$ cat config.mk
export PLATFORM = sky130hd
export DESIGN_NAME = dr_tree_comparator
export DESIGN_NICKNAME = d
export VERILOG_FILES = /design/src/rtl/dr_cmp_pkg.sv /design/src/rtl/dr_bit_cell.sv /design/src/rtl/dr_cmp_datapath.sv /design/src/rtl/dr_cmp_control.sv /design/src/rtl/dr_tree_comparator.sv
export SDC_FILE = /design/constraint.sdc
export NUM_CORES = 1
export LEC_CHECK = 0
export BUFFER_PORTS_ARGS = -buffer_cell sky130_fd_sc_hd__buf_2
export CAP_MARGIN = 10
export CORE_MARGIN = 3
export CORE_UTILIZATION = 49
export CTS_CLUSTER_DIAMETER = 30
export DETAILED_ROUTE_END_ITERATION = 7
export PLACE_DENSITY = 0.77
export RECOVER_POWER = 100
export SLEW_MARGIN = 30
export SYNTH_ARGS = -nofsm -noshare
export SYNTH_HDL_FRONTEND = slang
export SYNTH_SLANG_ARGS = --single-unit
$ cat constraint.sdc
create_clock -name clk -period 1.65 [get_ports clk]
set_clock_uncertainty 0.15 [all_clocks]
set_input_delay 0.2475 -clock clk [delete_from_list [all_inputs] [get_ports clk]]
set_output_delay 0.2475 -clock clk [all_outputs]
set_load 0.01 [all_outputs]
$ cat src/rtl/dr_cmp_pkg.sv
package dr_cmp_pkg;

  typedef struct packed {
    logic s;
    logic g;
    logic e;
  } cmpTri_t;

  typedef struct packed {
    logic load;
    logic clear;
  } cmpStrobe_t;

  localparam cmpTri_t TRI_EQ   = '{s: 1'b0, g: 1'b0, e: 1'b1};
  localparam cmpTri_t TRI_NONE = '{s: 1'b0, g: 1'b0, e: 1'b0};

  // high-order group wins unless it is equal
  function automatic cmpTri_t mergeTri(input cmpTri_t hi, input cmpTri_t lo);
    cmpTri_t r;
    r.s = hi.s | (hi.e & lo.s);
    r.g = hi.g | (hi.e & lo.g);
    r.e = hi.e & lo.e;
    return r;
  endfunction

endpackage

$ cat src/rtl/dr_bit_cell.sv
module dr_bit_cell
  import dr_cmp_pkg::*;
(
  input  logic    aT,
  input  logic    aF,
  input  logic    bT,
  input  logic    bF,
  output cmpTri_t cellTri,
  output logic    cellValid,
  output logic    cellSpacer,
  output logic    cellIllegal
);
  logic aValid;
  logic bValid;

  assign aValid      = aT ^ aF;
  assign bValid      = bT ^ bF;
  assign cellValid   = aValid & bValid;
  assign cellIllegal = (aT & aF) | (bT & bF);
  assign cellSpacer  = ~(aT | aF | bT | bF);

  assign cellTri.g = cellValid & aT & bF;
  assign cellTri.s = cellValid & aF & bT;
  assign cellTri.e = cellValid & ~(aT ^ bT);
endmodule

$ cat src/rtl/dr_cmp_datapath.sv
module dr_cmp_datapath
  import dr_cmp_pkg::*;
#(
  parameter int W = 8
) (
  input  logic       clk,
  input  logic       rstN,
  input  logic [W-1:0] aT,
  input  logic [W-1:0] aF,
  input  logic [W-1:0] bT,
  input  logic [W-1:0] bF,
  input  cmpStrobe_t strobe,
  output logic       allValid,
  output logic       allSpacer,
  output logic       anyIllegal,
  output logic       rootOneHot,
  output cmpTri_t    result
);
  localparam int LEVELS = (W > 1) ? $clog2(W) : 1;
  localparam int NPAD   = 1 << LEVELS;

  cmpTri_t leafTri [NPAD];
  logic [W-1:0] bitValid;
  logic [W-1:0] bitSpacer;
  logic [W-1:0] bitIllegal;

  for (genvar i = 0; i < NPAD; i++) begin : g_leaf
    if (i < W) begin : g_cell
      dr_bit_cell u_cell (
        .aT(aT[i]), .aF(aF[i]), .bT(bT[i]), .bF(bF[i]),
        .cellTri(leafTri[i]),
        .cellValid(bitValid[i]),
        .cellSpacer(bitSpacer[i]),
        .cellIllegal(bitIllegal[i])
      );
    end else begin : g_pad
      assign leafTri[i] = TRI_EQ;
    end
  end

  cmpTri_t node [LEVELS+1][NPAD];
  cmpTri_t rootTri;

  always_comb begin
    for (int l = 0; l <= LEVELS; l++) begin
      for (int i = 0; i < NPAD; i++) begin
        node[l][i] = TRI_NONE;
      end
    end
    for (int i = 0; i < NPAD; i++) begin
      node[0][i] = leafTri[i];
    end
    for (int l = 1; l <= LEVELS; l++) begin
      for (int i = 0; i < (NPAD >> l); i++) begin
        node[l][i] = mergeTri(node[l-1][2*i+1], node[l-1][2*i]);
      end
    end
    rootTri = node[LEVELS][0];
  end

  assign allValid   = &bitValid;
  assign allSpacer  = &bitSpacer;
  assign anyIllegal = |bitIllegal;
  assign rootOneHot = $onehot({rootTri.s, rootTri.g, rootTri.e});

  always_ff @(posedge clk or negedge rstN) begin
    if (!rstN) begin
      result <= TRI_NONE;
    end else if (strobe.clear) begin
      result <= TRI_NONE;
    end else if (strobe.load) begin
      result <= rootTri;
    end
  end

  // a fully valid word always resolves to one outcome at the root
  a_r2_root_resolves: assert property (@(posedge clk) disable iff (!rstN)
    allValid |-> rootOneHot);

  // registered result never shows two outcomes
  a_r2_result_onehot0: assert property (@(posedge clk) disable iff (!rstN)
    $onehot0({result.s, result.g, result.e}));
endmodule

$ cat src/rtl/dr_cmp_control.sv
module dr_cmp_control
  import dr_cmp_pkg::*;
(
  input  logic       clk,
  input  logic       rstN,
  input  logic       allValid,
  input  logic       allSpacer,
  input  logic       anyIllegal,
  input  logic       rootOneHot,
  output cmpStrobe_t strobe,
  output logic       done,
  output logic       err
);
  typedef enum logic {PH_EMPTY, PH_FULL} phase_t;
  phase_t phase;

  assign strobe.load  = (phase == PH_EMPTY) && allValid && !anyIllegal && rootOneHot;
  assign strobe.clear = (phase == PH_FULL) && allSpacer;
  assign done         = (phase == PH_FULL);

  always_ff @(posedge clk or negedge rstN) begin
    if (!rstN) begin
      phase <= PH_EMPTY;
      err   <= 1'b0;
    end else begin
      err <= anyIllegal;
      if (strobe.load)       phase <= PH_FULL;
      else if (strobe.clear) phase <= PH_EMPTY;
    end
  end

  // completion only after a fully valid word
  a_r3_rise_needs_valid: assert property (@(posedge clk) disable iff (!rstN)
    $rose(done) |-> $past(allValid));

  // completion only drops after an all-spacer word
  a_r7_fall_needs_spacer: assert property (@(posedge clk) disable iff (!rstN)
    $fell(done) |-> $past(allSpacer));
endmodule

$ cat src/rtl/dr_tree_comparator.sv
module dr_tree_comparator
  import dr_cmp_pkg::*;
#(
  parameter int W = 8
) (
  input  logic         clk,
  input  logic         rstN,
  input  logic [W-1:0] aT,
  input  logic [W-1:0] aF,
  input  logic [W-1:0] bT,
  input  logic [W-1:0] bF,
  output logic         resS,
  output logic         resG,
  output logic         resE,
  output logic         done,
  output logic         err
);
  cmpStrobe_t strobe;
  cmpTri_t    result;
  logic       allValid;
  logic       allSpacer;
  logic       anyIllegal;
  logic       rootOneHot;

  dr_cmp_datapath #(.W(W)) u_dp (
    .clk(clk), .rstN(rstN),
    .aT(aT), .aF(aF), .bT(bT), .bF(bF),
    .strobe(strobe),
    .allValid(allValid), .allSpacer(allSpacer),
    .anyIllegal(anyIllegal), .rootOneHot(rootOneHot),
    .result(result)
  );

  dr_cmp_control u_ctl (
    .clk(clk), .rstN(rstN),
    .allValid(allValid), .allSpacer(allSpacer),
    .anyIllegal(anyIllegal), .rootOneHot(rootOneHot),
    .strobe(strobe), .done(done), .err(err)
  );

  assign resS = result.s;
  assign resG = result.g;
  assign resE = result.e;

  // a raised done always carries exactly one outcome
  a_r2_done_onehot: assert property (@(posedge clk) disable iff (!rstN)
    done |-> $onehot({resS, resG, resE}));

  // outcome is frozen while done stays high
  a_r6_hold_stable: assert property (@(posedge clk) disable iff (!rstN)
    (done && $past(done)) |-> $stable({resS, resG, resE}));

  // a new completion never coincides with an illegal code
  a_r5_no_done_with_err: assert property (@(posedge clk) disable iff (!rstN)
    $rose(done) |-> !err);
endmodule

==> results of run 1 <==
## cells by family after synthesis
group,after synthesis
AND/OR/NAND/NOR,66
adder cells (fa/ha/maj),25
buffers and inverters,17
AO/OA/AOI/OAI,11
XOR/XNOR,7
flip-flops,5
multiplexers,2
## synthesized netlist by cell type
master	n	share of area
ha_1	24	0.28
inv_1	17	0.060
nand4_1	13	0.077
nand2_1	12	0.042
nor2_1	8	0.028
nand3_1	7	0.033
xor2_1	7	0.058
nor4_1	6	0.035
dfrtp_1	5	0.12
nor3_1	4	0.019
nor2b_1	3	0.018
and2_0	2	0.012
and4_1	2	0.017
mux2_2	2	0.021
nor3b_1	2	0.014
o21ai_0	2	0.0094
o21ai_1	2	0.0094
o41ai_1	2	0.017
a2111oi_0	1	0.0083
a21boi_0	1	0.0071
a31oi_1	1	0.0059
and3_1	1	0.0059
and4b_1	1	0.0094
fa_1	1	0.019
nand4_2	1	0.012
nand4b_1	1	0.0083
nor3_2	1	0.0094
nor4_2	1	0.012
nor4b_1	1	0.0083
o211ai_2	1	0.012
o31ai_2	1	0.012
## metrics by stage
stage               cell area [um^2]  hold slack (ps)
floorplan                       1280             -198
global placement                1860            -91.0
detailed placement              1860            -82.5
==> run summary, run 1 <==
status - aborted with a tool error
last stage reached - clock tree synthesis (4_1_cts)
Tool Error - [ERROR DPL-0038] Utilization greater than 100%, impossible to legalize
dpl hpwl - 4200 um
CTS max path bufs - 2
Site Rows - 16
CTS root buf - clkbuf_4
Sink Count - 5
Die H - 52.5 um
cells after synthesis - 133
Synth Register Bits - 5
Mean Syn Cell Area - 7.97 um^2
post-synthesis sequential area ratio - 0.118
Adder-Cell Fraction of Synth Area - 0.302
H-tree depth - 1
port bufs - 38
placed cell count - 246
Post-Synth XOR/XNOR Area - 0.0579
Post-CTS Setup Bufs - 2
mux cell area share after synthesis - 0.0213
chip width - 52.5 um
syn_nets - 192
cts hold-fix bufs - 1
pre-CTS WS - -1270 ps
Top Ports - 39
Final GP Congestion - 0.928
compound-gate portion of the synthesized area - 0.0803
post-synth cell types - 31
initial cell density of the core - 0.529
Synth Cell Area - 0.00106 mm^2
post_cts resized - 33
largest family of logic cells by synthesized area - simple AND/OR/NAND/NOR gates
Simple-Gate Fraction of Synth Area - 0.360
CTS Buf Count - 3
Ys Warns - 0
==> run 2: changes to the inputs <==
- CORE_AREA: default -> 3 3 64 66
- CORE_MARGIN: 3 -> default
- CORE_UTILIZATION: 49 -> default
- CTS_CLUSTER_DIAMETER: 30 -> default
- DIE_AREA: default -> 0 0 67 69
- PLACE_DENSITY: 0.77 -> default
- PLACE_DENSITY_LB_ADDON: default -> 0.15
==> run summary, run 2 <==
core box area - 0.00363 mm^2
Final GP Congestion - 0.833 (was 0.928)
chip width - 67 um (was 52.5 um)
post-synth cell types - 31 (unchanged)
most common cell after layout, fill and taps aside - buf_4
list of most frequent post-synthesis cells - ha_1, inv_1, nand4_1, nand2_1, nor2_1 (unchanged)
largest net degree at the start of global routing - 6
top-count cell post-synth - ha_1 (unchanged)
Avg WL per Cell - 13.2 um
most used flip-flop cell after synthesis - dfrtp_1 (unchanged)
DRT antenna net count - 0
Final Hold Fails - 0
final core utilization - 0.641
violated checks - setup timing
register area - 125 um^2
Top Ports - 39 (unchanged)
final setup vio count - 4
Finished Layout Cells - 280
crit-path max FO - 3
drt pass-1 iters - 4
Worst slew margin - 0.734
number of flip-flops in the largest register - 3
die footprint - 0.00462 mm^2
Least-Margin Pin Slew - 396 ps
Die H - 69 um (was 52.5 um)
critical path type - in -> reg
Worst IR Drop VDD - 0.129 mV
vias per cell - 4.74
Final period util - 1.54
Pwr Total - 0.000806 W
Clock transition at path regs - 30 ps
RSZ-0062 raised after global routing - true
Synth Register Bits - 5 (unchanged)
area fraction of the dominant cell type after synthesis - 0.283 (unchanged)
Crit. End Element - flop
Sink Count - 5 (unchanged)
layout cell share with drive strength beyond 1 - 0.651
Site Rows - 22 (was 16)
Synth Cell Area - 0.00106 mm^2 (unchanged)
Pwr Density - 346 mW/mm^2
Ys Warns - 0 (unchanged)
first-pass GRT wire length - 5870 um
Vias - 1327
R2R cell count - 4
Area growth syn-to-layout - 120%
antenna cells - 0
initial antenna violation count - 0
status - finished, violations left (was aborted with a tool error)
initial cell density of the core - 0.292 (was 0.529)
DRC viols - 0
drt total wl - 3690 um
max-slew violations - 0
fin crit period - 2540 ps
startpoint type of the worst setup path - primary input
number of flops mapped to enable cells by yosys - 0 (unchanged)
CTS tree - yes
Max-cap violations - 0
CTS root buf - clkbuf_8 (was clkbuf_4)
cells after synthesis - 133 (unchanged)
CTS Buf Count - 3 (unchanged)
vias in the first global route - 1401
placed cell count - 272 (was 246)
filler instances - 331
total track usage - 0.158
worst hold path class - in -> async
final worst slack - -886 ps
post-synthesis sequential area ratio - 0.118 (unchanged)
Initial DRC Count - 20
synth top area cells - ha_1, dfrtp_1, nand4_1 (unchanged)
TNS Setup - -3280 ps
global route overflow - 0
Top reg by flops - u_dp.result
Worst-Skew Late Latency - 220 ps
LEAKAGE - 1.05 nW
H-tree depth - 1 (unchanged)
port bufs - 38 (unchanged)
ys async rst share - 1.00 (unchanged)
dpl hpwl - 3040 um (was 4200 um)
syn_nets - 192 (unchanged)
most frequent cells in the layout - buf_4, buf_6, ha_4
f_max - 0.394 GHz
final net count - 292
Mean Syn Cell Area - 7.97 um^2 (unchanged)
Critical Path RT - 1600 ps
area of the multi-input gates - 0.00118 mm^2
CTS max path bufs - 2 (unchanged)
Yosys top cell by area - ha_1 (unchanged)
Crit path arrival time - 2480 ps
## run 2: timing repair
item / 4_1_cts / 5_1_grt
buffers inserted: 2 / 1
resized for setup: 49 / 37
hold buffers: 1 / 0
hold endpoints to repair: 5 / 0
pin swaps: 20 / 15
endpoints found under the setup margin: 4 / 4
## run 2: final timing paths
kind	to	slack (ps)	from
setup reg to reg	u_dp.result[1]	90	u_ctl.done
hold reg to reg	u_dp.result[0]	380	u_dp.result[0]
setup / recovery	u_dp.result[1]	-890	bT[3]
min in group clk	u_dp.result[0]	380	u_dp.result[0]
hold / removal	u_ctl.err	260	rstN
max in group asynchronous	u_dp.result[1]	870	rstN
## run 2: layout make-up
class	count	share of cell area
sequential	5	0.0537
clock buffer	4	0.0193
multi-input combinational	111	0.508
inverter	17	0.0478
timing repair buffer	95	0.346
tap	48	0.0258
## run 2: layer usage
layer | vias to the layer above | track usage | wire (um)
met5 | - | 0 | 0
met4 | 0 | 0.0405 | 9
met3 | 2 | 0.0114 | 118
met2 | 23 | 0.289 | 1990
met1 | 613 | 0.193 | 1580
li1 | 689 | - | -
## run 2: cells by family after synthesis
| kind of cell | Yosys count | share of synthesized area |
|---|---|---|
| compound gates | 11 | 0.0803 |
| buf+inv | 17 | 0.0602 |
| flops | 5 | 0.118 |
| simple gates | 66 | 0.360 |
| xor+xnor | 7 | 0.0579 |
| fa+ha+maj | 25 | 0.302 |
| mux | 2 | 0.0212 |
## run 2: worst max-delay path: stages
cell      delay (ps)
buf_6            100
ha_4             260
nand4_1          160
o41ai_2          370
o21ai_2          130
o211ai_4         210
fa_2             460
nor4b_4          140
nand3_2          100
mux2_4           310
## run 2: metrics by stage
stage	area (um^2)	setup slack (ps)	hold WS, ps
after floorplan	1280	-844	-198
after global placement	1930	-1110	-89.6
after detailed placement	1930	-1170	-82.6
after CTS	2180	-914	219
after global routing	2330	-981	302
final	2330	-886	262
## run 2: where the power goes
part           total [W]  leakage (nW)  switching (W)  internal, W
clock           0.000221        0.0228      0.0000556     0.000165
combinational   0.000461         0.961       0.000200     0.000261
sequential      0.000124        0.0647   0.0000000561     0.000124
total           0.000806          1.05       0.000256     0.000550
Note: power is estimated with default switching activity, not from simulation.
==> run 3: changes to the inputs <==
- SKIP_CTS_REPAIR_TIMING: default -> 1
==> run summary, run 3 (synthesis gave the netlist of run 2 again) <==
status - finished, violations left (unchanged)
violated checks - setup timing (unchanged)
Area growth syn-to-layout - 114% (was 120%)
CTS max path bufs - 2 (unchanged)
f_max - 0.384 GHz (was 0.394 GHz)
Top Ports - 39 (unchanged)
Top reg by flops - u_dp.result (unchanged)
most frequent cells in the layout - buf_4, buf_2, ha_4, buf_6, nand4_1 (was buf_4, buf_6, ha_4)
global route overflow - 0 (unchanged)
die footprint - 0.00462 mm^2 (unchanged)
Least-Margin Pin Slew - 364 ps (was 396 ps)
reg-to-reg critical path startpoint - u_ctl.done (unchanged)
Sink Count - 5 (unchanged)
Worst path top cell family by delay - simple AND/OR/NAND/NOR gates (was adder cells)
final core utilization - 0.624 (was 0.641)
startpoint type of the worst setup path - primary input (unchanged)
Final period util - 1.58 (was 1.54)
Initial DRC Count - 27 (was 20)
initial cell density of the core - 0.292 (unchanged)
final setup vio count - 4 (unchanged)
Worst-Skew Late Latency - 220 ps (about the same)
total track usage - 0.148 (was 0.158)
Worst IR Drop VDD - 0.128 mV (was 0.129 mV)
Vias - 1339 (was 1327)
final worst slack - -952 ps (was -886 ps)
max-slew violations - 0 (unchanged)
core box area - 0.00363 mm^2 (unchanged)
LEAKAGE - 1.03 nW (was 1.05 nW)
dpl hpwl - 3040 um (unchanged)
CP dominant cell by count - nand3_2
CTS root buf - clkbuf_8 (unchanged)
Min Hold Slack - 262 ps (about the same)
Die H - 69 um (unchanged)
DRC viols - 0 (unchanged)
layout cell share with drive strength beyond 1 - 0.652 (was 0.651)
Crit. End Element - flop (unchanged)
port bufs - 38 (unchanged)
crit-path max FO - 4 (was 3)
Avg WL per Cell - 12.7 um (was 13.2 um)
fin crit period - 2600 ps (was 2540 ps)
DRT antenna net count - 0 (unchanged)
CTS Buf Count - 3 (unchanged)
Max stage delay on crit path - 450 ps (was 460 ps)
Pwr Density - 347 mW/mm^2 (was 346 mW/mm^2)
Site Rows - 22 (unchanged)
final net count - 293 (was 292)
first-pass GRT wire length - 5530 um (was 5870 um)
drt pass-1 iters - 4 (unchanged)
initial antenna violation count - 0 (unchanged)
CTS tree - yes (unchanged)
Final Hold Fails - 0 (unchanged)
largest net degree at the start of global routing - 6 (unchanged)
Clock transition at path regs - 30 ps (about the same)
critical path type - in -> reg (unchanged)
crit path cell chain - buf_4, inv_8, ha_4, nand4_1, nor2_2, nand3_2, buf_6, o211ai_4, fa_2, nor4b_4, nand3_2, mux2_4 (was buf_6, ha_4, nand4_1, o41ai_2, o21ai_2, o211ai_4, fa_2, nor4b_4, nand3_2, mux2_4)
vias per cell - 4.77 (was 4.74)
most common cell after layout, fill and taps aside - buf_4 (unchanged)
Final GP Congestion - 0.833 (unchanged)
chip width - 67 um (unchanged)
RSZ-0062 raised after global routing - true (unchanged)
Max-cap violations - 0 (unchanged)
pre-CTS WS - -1170 ps (unchanged)
number of flip-flops in the largest register - 3 (unchanged)
worst hold path class - in -> async (unchanged)
drt total wl - 3580 um (was 3690 um)
vias in the first global route - 1363 (was 1401)
Worst Setup SP - aT[5] (was bT[3])
Buffers & Inverters on Critical Path - 3 (was 1)
Worst slew margin - 0.755 (was 0.734)
antenna cells - 0 (unchanged)
Crit path arrival time - 2550 ps (was 2480 ps)
Crit-path slowest cell - fa_2 (unchanged)
Critical Path RT - 1600 ps (about the same)
H-tree depth - 1 (unchanged)
run 3: cell count changes in the layout (fill, tap and decap cells not counted), moves of 3 or more:
| cell | previous run | this run |
|---|---|---|
| buf_2 | 9 | 18 |
| buf_6 | 23 | 14 |
| buf_8 | 6 | 2 |
| buf_4 | 51 | 54 |
| nor2_1 | 3 | 6 |
| nor2_2 | 5 | 2 |
run 3: cell type report:
type | instances | area (um^2)
Clock buffer | 4 | 45.0
Fill cell | 337 | 1370
Inverter | 17 | 109
Multi-Input combinational cell | 111 | 1200
Sequential cell | 5 | 125
Tap cell | 48 | 60.1
Timing Repair Buffer | 96 | 724
run 3: routing by layer:
layer  share of wire  GRT usage  vias to the layer above
met5               0          0                        -
met4          0.0070     0.0405                        0
met3           0.034     0.0114                        4
met2            0.52      0.264                       27
met1            0.44      0.185                      618
li1                -          -                      690
run 3: worst register-to-register path: stages (launching register included):
cell     delay, ps
dfrtp_1        370
buf_4          150
nor4b_4        290
nand3_2        160
mux2_4         320
run 3: path summary, 6_finish.rpt:
check	cells past startpoint	end	slack, ps
setup reg to reg	4	u_dp.result[1]	80
hold reg to reg	2	u_dp.result[0]	380
hold / removal	2	u_ctl.err	260
setup / recovery	12	u_dp.result[1]	-950
min in group clk	2	u_dp.result[0]	380
max in group asynchronous	2	u_dp.result[1]	870
run 3: stage by stage:
step	instances	instance area, um^2	TNS [ps]	total power [W]
final	281	2270	-3540	0.000787
after global routing	281	2270	-3940	0.000853
after CTS	276	1970	-3650	0.000725
after detailed placement	272	1930	-4600	0.000494
after global placement	272	1930	-4400	0.000487
after floorplan	133	1280	-2950	0.000269
run 3: power by group:
part	internal, W	switching (W)
clock network	0.000165	0.0000557
logic	0.000241	0.000201
registers	0.000124	0.0000000561
total	0.000530	0.000257
==> run 4: changes to the inputs <==
- CTS_BUF_LIST: default -> sky130_fd_sc_hd__clkbuf_8
==> run summary, run 4 (synthesis gave the netlist of run 2 again) <==
status - finished, violations left (unchanged)
violated checks - setup timing (unchanged)
die footprint - 0.00462 mm^2 (unchanged)
Final Hold Fails - 0 (unchanged)
first-pass GRT wire length - 5530 um (unchanged)
Final GP Congestion - 0.833 (unchanged)
drt pass-1 iters - 4 (unchanged)
CTS tree - yes (unchanged)
critical path endpoint - u_dp.result[1] (unchanged)
f_max - 0.384 GHz (unchanged)
Worst slew margin - 0.755 (unchanged)
r2r endpoint - u_dp.result[1] (unchanged)
fin crit period - 2600 ps (unchanged)
vias in the first global route - 1363 (unchanged)
DRC viols - 0 (unchanged)
CTS root buf - clkbuf_8 (unchanged)
pre-CTS WS - -1170 ps (unchanged)
Worst IR Drop VDD - 0.128 mV (about the same)
RSZ-0062 raised after global routing - true (unchanged)
layout cell share with drive strength beyond 1 - 0.652 (unchanged)
Crit path arrival time - 2550 ps (about the same)
Worst path top cell family by delay - simple AND/OR/NAND/NOR gates (unchanged)
Crit-path slowest cell - fa_2 (unchanged)
Min Hold Slack - 262 ps (about the same)
Worst Setup SP - aT[5] (unchanged)
Avg WL per Cell - 12.7 um (unchanged)
Die H - 69 um (unchanged)
R2R cell count - 4 (unchanged)
cell area after layout - 0.00227 mm^2 (unchanged)
placed cell areas - 0.00193 mm^2 (unchanged)
vias per cell - 4.77 (unchanged)
DRT antenna net count - 0 (unchanged)
final worst slack - -952 ps (unchanged)
port bufs - 38 (unchanged)
Pwr Total - 0.000782 W (was 0.000787 W)
Pwr Density - 345 mW/mm^2 (was 347 mW/mm^2)
Buffers & Inverters on Critical Path - 3 (unchanged)
initial antenna violation count - 0 (unchanged)
initial cell density of the core - 0.292 (unchanged)
core box area - 0.00363 mm^2 (unchanged)
drt total wl - 3580 um (unchanged)
number of flip-flops in the largest register - 3 (unchanged)
reg-to-reg critical path startpoint - u_ctl.done (unchanged)
Site Rows - 22 (unchanged)
CTS max path bufs - 2 (unchanged)
CP dominant cell by count - nand3_2 (unchanged)
Top Ports - 39 (unchanged)
Area growth syn-to-layout - 114% (unchanged)
Max-cap violations - 0 (unchanged)
chip width - 67 um (unchanged)
final setup vio count - 4 (unchanged)
crit path cell chain - buf_4, inv_8, ha_4, nand4_1, nor2_2, nand3_2, buf_6, o211ai_4, fa_2, nor4b_4, nand3_2, mux2_4 (unchanged)
dpl hpwl - 3040 um (unchanged)
LEAKAGE - 1.03 nW (about the same)
Clock transition at path regs - 30 ps (about the same)
Critical Path RT - 1600 ps (about the same)
Sink Count - 5 (unchanged)
total track usage - 0.148 (unchanged)
most frequent cells in the layout - buf_4, buf_2, ha_4, buf_6, nand4_1 (unchanged)
largest net degree at the start of global routing - 6 (unchanged)
Final period util - 1.58 (unchanged)
crit-path max FO - 4 (unchanged)
Vias - 1339 (unchanged)
antenna cells - 0 (unchanged)
Initial DRC Count - 27 (unchanged)
Worst path depth - 12 (unchanged)
worst hold path class - in -> async (unchanged)
critical path type - in -> reg (unchanged)
Crit. End Element - flop (unchanged)
TNS Setup - -3540 ps (about the same)
Least-Margin Pin Slew - 364 ps (unchanged)
startpoint type of the worst setup path - primary input (unchanged)
H-tree depth - 1 (unchanged)
CTS Buf Count - 3 (unchanged)
Max stage delay on crit path - 450 ps (about the same)
final net count - 293 (unchanged)
most common cell after layout, fill and taps aside - buf_4 (unchanged)
Worst-Skew Late Latency - 220 ps (about the same)
r2r setup slk - 80 ps (about the same)
global route overflow - 0 (unchanged)
Top reg by flops - u_dp.result (unchanged)
max-slew violations - 0 (unchanged)
==> run 4: changes by cell type in the layout (fill, tap and decap cells not counted) <==
cell      delta
clkbuf_1     -1
inv_1        +1
==> run 4: layout make-up <==
cell class	instances	area, um^2
Fill cell	337	1370
Multi-Input combinational cell	111	1200
Timing Repair Buffer	96	724
Sequential cell	5	125
Inverter	17	109
Tap cell	48	60.1
Clock buffer	3	41.3
Clock inverter	1	3.75
==> run 4: how the worst min path moves through the flow <==
| stage | startpoint | to |
|---|---|---|
| 5_1_grt | rstN | u_ctl.err |
| 2_1_floorplan | rstN | u_ctl.done |
| 6_report | rstN | u_ctl.err |
| 4_1_cts | rstN | u_ctl.err |
| 3_3_place_gp | rstN | u_dp.result[2] |
| 3_5_place_dp | rstN | u_ctl.err |
==> run 4: layer usage <==
metal | routed length [um] | part of all wire | track usage | vias to the layer above
met4 | 25 | 0.0070 | 0.0405 | 0
met1 | 1560 | 0.44 | 0.185 | 618
met5 | 0 | 0 | 0 | -
met2 | 1860 | 0.52 | 0.264 | 27
li1 | - | - | - | 690
met3 | 123 | 0.034 | 0.0114 | 4
==> run 4: through the flow <==
stage               utilization  instances
detailed placement        0.531        272
floorplan                     -        133
CTS                       0.543        276
finish                    0.624        281
global placement          0.531        272
global route              0.624        281
==> run 4: power breakdown <==
group / total [W] / internal, W / switching [W]
Sequential: 0.000124 / 0.000124 / 0.0000000561
Clock: 0.000215 / 0.000159 / 0.0000564
Combinational: 0.000442 / 0.000241 / 0.000201
